===== src/rtl/offset_preset_counter.sv =====
`timescale 1ns/1ps
module offset_preset_counter #(
  parameter int DIGITS      = 5,
  parameter int TUBE_CYCLES = 2000
) (
  input  logic                clk,
  input  logic                rst,
  input  logic                sel_usb,
  input  logic                sel_lsb,
  input  logic                sel_cent,
  input  logic                sel_nm2,
  input  logic                ofs_count_en,
  input  logic                dir_down,
  input  logic [1:0]          src_sel,
  input  logic                vfo_pulse,
  input  logic                ext_pulse,
  input  logic                car_pulse,
  input  logic                tick_pulse,
  input  logic                gate_end,
  output logic [4*DIGITS-1:0] disp_bcd,
  output logic                khz_carry,
  output logic                khz_borrow
);
  localparam int W  = 4 * DIGITS;
  localparam int TW = $clog2(TUBE_CYCLES + 1);

  function automatic logic [W:0] bcd_step(input logic [W-1:0] v, input logic en, input logic up);
    logic [W-1:0] r;
    logic         c;
    logic [3:0]   d;
    r = v;
    c = en;
    for (int i = 0; i < DIGITS; i++) begin
      d = v[4*i +: 4];
      if (c) begin
        if (up) begin
          if (d >= 4'd9) d = 4'd0;
          else begin d = d + 4'd1; c = 1'b0; end
        end else begin
          if (d == 4'd0) d = 4'd9;
          else begin d = d - 4'd1; c = 1'b0; end
        end
      end
      r[4*i +: 4] = d;
    end
    return {c, r};
  endfunction

  logic [W-1:0]  cnt_q, ofs_q, disp_q;
  logic [TW-1:0] tube_cnt;
  logic          tube_on, tube_last;

  assign tube_on   = tube_cnt < TW'(TUBE_CYCLES);
  assign tube_last = tube_cnt == TW'(TUBE_CYCLES - 1);

  logic [15:0]  fixed16;
  logic [W-1:0] fixed_ofs;
  assign fixed16   = {sel_nm2, 2'b00, sel_cent | sel_lsb,
                      sel_usb, 2'b00, sel_usb,
                      sel_usb, 2'b00, sel_lsb,
                      sel_lsb, 1'b0, sel_usb, 1'b0};
  assign fixed_ofs = W'(fixed16) << (W - 16);

  logic cnt_src, cnt_up;
  always_comb begin
    case (src_sel)
      2'd0:    cnt_src = vfo_pulse;
      2'd1:    cnt_src = ext_pulse;
      2'd2:    cnt_src = car_pulse;
      default: cnt_src = tick_pulse;
    endcase
    if (tube_on) cnt_src = tick_pulse;
  end
  assign cnt_up = tube_on | ~dir_down;

  logic [W:0]   cnt_nx, ofs_nx;
  logic [W-1:0] preset;
  logic         reload, latch;
  assign cnt_nx = bcd_step(cnt_q, cnt_src, cnt_up);
  assign ofs_nx = bcd_step(ofs_q, car_pulse, dir_down);
  assign preset = ofs_count_en ? ofs_nx[W-1:0] : fixed_ofs;
  assign latch  = gate_end & ~tube_on;
  assign reload = latch | tube_last;

  always_ff @(posedge clk) begin
    if (rst) begin
      cnt_q      <= '0;
      ofs_q      <= '0;
      disp_q     <= '0;
      tube_cnt   <= '0;
      khz_carry  <= 1'b0;
      khz_borrow <= 1'b0;
    end else begin
      if (tube_on) tube_cnt <= tube_cnt + TW'(1);
      khz_carry  <= cnt_nx[W] & cnt_up;
      khz_borrow <= cnt_nx[W] & ~cnt_up;
      if (latch) disp_q <= cnt_nx[W-1:0];
      if (reload) begin
        cnt_q <= preset;
        ofs_q <= ofs_count_en ? '0 : fixed_ofs;
      end else begin
        cnt_q <= cnt_nx[W-1:0];
        ofs_q <= ofs_count_en ? ofs_nx[W-1:0] : fixed_ofs;
      end
    end
  end

  assign disp_bcd = tube_on ? cnt_q : disp_q;
endmodule


===== config.mk =====
export PLATFORM = sky130hd
export DESIGN_NAME = offset_preset_counter
export DESIGN_NICKNAME = d
export VERILOG_FILES = /design/src/rtl/offset_preset_counter.sv
export SDC_FILE = /design/constraint.sdc
export NUM_CORES = 1
export LEC_CHECK = 0
export ABC_AREA = 0
export BUFFER_PORTS_ARGS = -buffer_cell sky130_fd_sc_hd__clkbuf_2
export CAP_MARGIN = 0
export CORE_UTILIZATION = 40
export CTS_CLUSTER_SIZE = 8
export DETAILED_ROUTE_END_ITERATION = 12
export PLACE_DENSITY = 0.62
export SLEW_MARGIN = 5
export SYNTH_ARGS = -nofsm -noshare
export SYNTH_HDL_FRONTEND = slang
export SYNTH_SLANG_ARGS = --single-unit

===== constraint.sdc =====
create_clock -name clk -period 2.85 [get_ports clk]
set_input_delay 0.57 -clock clk [delete_from_list [all_inputs] [get_ports clk]]
set_output_delay 0.57 -clock clk [all_outputs]
set_load 0.1 [all_outputs]

# ---- Yosys cells after proc, flatten, opt, wreduce, memory -nomap -nowiden
# Index checks and enable logic that the tools add are counted.
dict set report totals {
  reg_bits 73
  elab_cells 144
}
dict set report classes {
  n_mux 83
  n_reduce_logical 11
  order_cmp 11
  bitwise 9
  n_addsub 21
  eq_ne 3
}
# op n
set op_table {}
lappend op_table {{4-bit two-way mux} 40}
lappend op_table {{20-bit two-way mux} 5}
lappend op_table {{4-bit by 1-bit adder with 4-bit output, second input constant} 10}
lappend op_table {{4-bit >= comparator, second input constant} 10}
lappend op_table {{4-bit zero test} 10}
lappend op_table {{4-bit by 1-bit subtractor with 4-bit output, second input constant} 10}
lappend op_table {{1-bit two-way mux} 37}
lappend op_table {{11-bit by 1-bit adder with 11-bit output, second input constant} 1}
lappend op_table {{11-bit == test, second input constant} 1}
lappend op_table {{11-bit < comparator, second input constant} 1}
lappend op_table {{1-bit bitwise AND} 3}
lappend op_table {{1-bit inverter} 3}
lappend op_table {{1-bit bitwise OR} 3}
lappend op_table {{1-bit case mux with 3 select lines} 1}
lappend op_table {{2-bit by 1-bit == test with 1-bit output, second input constant} 1}
lappend op_table {{2-bit == test, second input constant} 1}
lappend op_table {{2-bit zero test} 1}

# ---- Longest topological paths before layout
dict set report logic_depth {
  depth_word 10
  depth_mapped 9
}

# ---- Worst setup path before layout
# No wires, ideal clock.
dict set report synth_timing {
  path_kind {flip-flop to output port}
  from {reg tube_cnt[4]}
  to {out disp_bcd[13]}
  arrival_ns 3.195
  path_stages_with_launch 6
  setup_slack_ns -0.915
  t_required_ns 2.280
  cell_sequence {dfxtp_1 -> o21ai_1 -> nor2_1 -> clkbuf_1 -> clkbuf_1 -> o21ai_0}
}
dict set report synth_between {
  elab_chain_len 2
}
# item line
set synth_rtl {}
lappend synth_rtl {{start, declared} 50} ;# logic [TW-1:0] tube_cnt;
lappend synth_rtl {{start signal, assigned} 94} ;# if (tube_on) tube_cnt <= tube_cnt + TW'(1);
lappend synth_rtl {{11-bit < comparator} 53} ;# assign tube_on = tube_cnt < TW'(TUBE_CYCLES);
lappend synth_rtl {{20-bit two-way mux} 108} ;# assign disp_bcd = tube_on ? cnt_q : disp_q;
lappend synth_rtl {{end, declared} 20} ;# output logic [4*DIGITS-1:0] disp_bcd,
# Every way passes these cells.

# ---- Final worst setup path
dict set report layout_timing {
  from {reg tube_cnt[7]}
  to {out disp_bcd[13]}
}
# The elaborated chain is that of the path after synthesis.

==> impl_metrics.ini <==
[detailed_routing]
drt_iter0_markers = 540
met3_length_um = 1080
post_drt_wl_per_cell_um = 17.6
wl_met1_um = 7540
dr.pass1.iters = 5
top_layer = met4
antenna_left = 0
drt_wl_total_um = 16600
wl_met2_um = 7630
drc = 0
routed_via_density = 5.98
vias = 5612

[die]
start_util_pct = 41.0
die_w_um = 119
die_area_um2 = 14100
core_um2 = 13300
die_h_um = 119
row_count = 42
ios = 37

[yosys]
seq_area_frac_synth_pct = 26.8
syn-num-nets = 772
synth.area.top_cells = dfxtp_1, ha_1, o21ai_0
ys_ff_latch = 73
netlist.area_leader.share_pct = 26.8
synthCells = 721
synth_edf_count = 0
syn-cell-area_um2 = 5460
synth_flop_cell = dfxtp_1
async_reset_ff_share_pct = 0
avgSynthCellArea_um2 = 7.57
ys_types = 74
synth_top_area_cell = dfxtp_1
ys_warn_count = 0

[finish]
layout_common_cells = dfxtp_1, nand2_1, nor2_1, a21oi_1, o21ai_0
drive_gt1_share_pct = 15.2
syn2layout_area_growth_pct = 21.1
fin_nets = 809
final_common_cell = dfxtp_1
num_antenna_cells = 0
fin_util_pct = 49.7
filler_cell_count = 1279

[status]
status = completed

[setup_path]
cp.required_ns = 2.28
end_kind = output pin
cp_data_arrival_time_ns = 2.16
worst-setup-path-type = flip-flop to output pin
start_kind = flip-flop
cp_max_fo = 38

[timing]
setup_tns_ns = 0
layout_setup_ws_ns = 0.122
layout_min_cycle_time_ns = 2.73
worst-slew-pin-transition_ns = 0.634
period_share_pct = 95.7
skew_ns = 0.00603
finalHoldViolCount = 0
setup_viol = 0
max_slew_margin_pct = 57.7
max_freq_ghz = 0.367
rsz0062_at_grt = no
maxSlewViolCount = 0

[placed_design]
post-place-ws_ns = 0.0472
gp_congestion = 0.960
portBuffers = 36
hpwl_um = 12300

[global_routing]
grt_pass1_vias = 5238
grt_pass1_wl_um = 26800
grt.overflow.total = 0
grt.total_usage_pct = 24.2
grt_max_degree = 39
antenna_found_initial = 0

[clock_network]
clkTransAtPathRegs_ns = 0.06
clkSinkCount = 73
post_cts_buffers = 0
clock_path_buffers = 2
cts_root_buffer = clkbuf_16
numCtsBuffers = 9
cts_tree = yes
cts_htree_levels = 3
postCtsHoldBufs = 0
clk_latency_ns = 0.35

[hold_path]
hold_class = flip-flop to flip-flop

[pwr]
p_per_area_nw_per_um2 = 400
finalPower_uw = 2640
ir_drop_uv = 218
power.leakage_uw = 0.00252

[run]
cap_violations = 0
## sequential cells by signal, summed over array words and instances, names as in the netlist
name,cells
cnt_q,20
disp_q,20
khz_borrow,1
khz_carry,1
ofs_q,20
tube_cnt,11
## synth_stat cells (4+ instances only)
cell       n
a211oi_1  20
a21oi_1   50
a22oi_1    4
a311oi_1   5
a31oi_1   11
and2_1     5
and3_1     7
clkbuf_1  40
dfxtp_1   73
ha_1      36
inv_1     39
mux2_2     5
mux2i_1   17
nand2_1   72
nand2b_1   6
nand3_1   34
nor2_1    64
nor2b_1    9
nor3_1     7
nor3b_1    6
nor4_1     5
o211ai_1   7
o21ai_0   59
o21bai_1   4
o221ai_1   7
o22ai_1   15
o31a_1     5
o31ai_1    7
o32ai_1    6
or3_1      9
or3b_2     6
xnor2_1   10
xor2_1     8
## timing repair
action / CTS / global route
endpoints found under the hold margin: 0 / 0
endpoints found under the setup margin: 0 / 6
resized for setup: 0 / 5
## layer usage
layer	vias up	GRT usage, %
li1	2721	-
met1	2672	32.2
met2	198	38.8
met3	21	3.86
met4	0	9.65
met5	-	0
## where the power goes
part           internal, uW  switching (uW)  total (uW)
sequential             1040            24.9        1060
clock                   816             451        1270
combinational           125             188         313
## worst max-delay path: stages, from the launching register on
cell and delay [ns]:
dfxtp_1 0.41, nand4_2 0.26, buf_4 0.25, nor2_2 0.16, buf_12 0.23, nand2_1 0.09, o21ai_1 0.19, buf_12 0.22
## final cells by class
| cell class | count | area, um2 | area share, % |
|---|---|---|---|
| clock inverters | 2 | 60.1 | 0.909 |
| inverters | 39 | 146 | 2.22 |
| well taps | 176 | 220 | 3.33 |
| clock buffers | 14 | 264 | 4.00 |
| flip-flops and latches | 73 | 1460 | 22.1 |
| multi-input cells | 561 | 3680 | 55.7 |
| repair buffers | 74 | 778 | 11.8 |
## stage by stage
step           std cells  hold slack, ns  area (um2)
2_1_floorplan        721           0.437        5460
3_3_place_gp         923           0.449        6260
3_5_place_dp         923           0.450        6260
4_1_cts              939           0.458        6590
5_1_grt              939           0.485        6610
6_report             939           0.457        6610
## final timing paths
| check | slack [ns] | endpoint | cells past startpoint | startpoint |
|---|---|---|---|---|
| worst max-delay path | 0.12 | disp_bcd[13] | 7 | tube_cnt[7] |
| worst min-delay path | 0.46 | disp_q[1] | 2 | disp_q[1] |
| worst max register to register | 0.13 | disp_q[14] | 8 | cnt_q[5] |
| worst min register to register | 0.46 | disp_q[1] | 2 | disp_q[1] |
## kinds of logic (layout without fill, tap and decap cells)
group	count (synthesis)	count (layout)	share of synthesized area (%)
AND/OR/NAND/NOR	252	252	23.3
AO/OA/AOI/OAI	232	232	27.9
buffers and inverters	87	129	6.26
flip-flops	73	73	26.8
adder cells (fa/ha/maj)	36	36	8.26
multiplexers	23	23	4.56
XOR/XNOR	18	18	2.89
(Power assumes the default switching activity.)
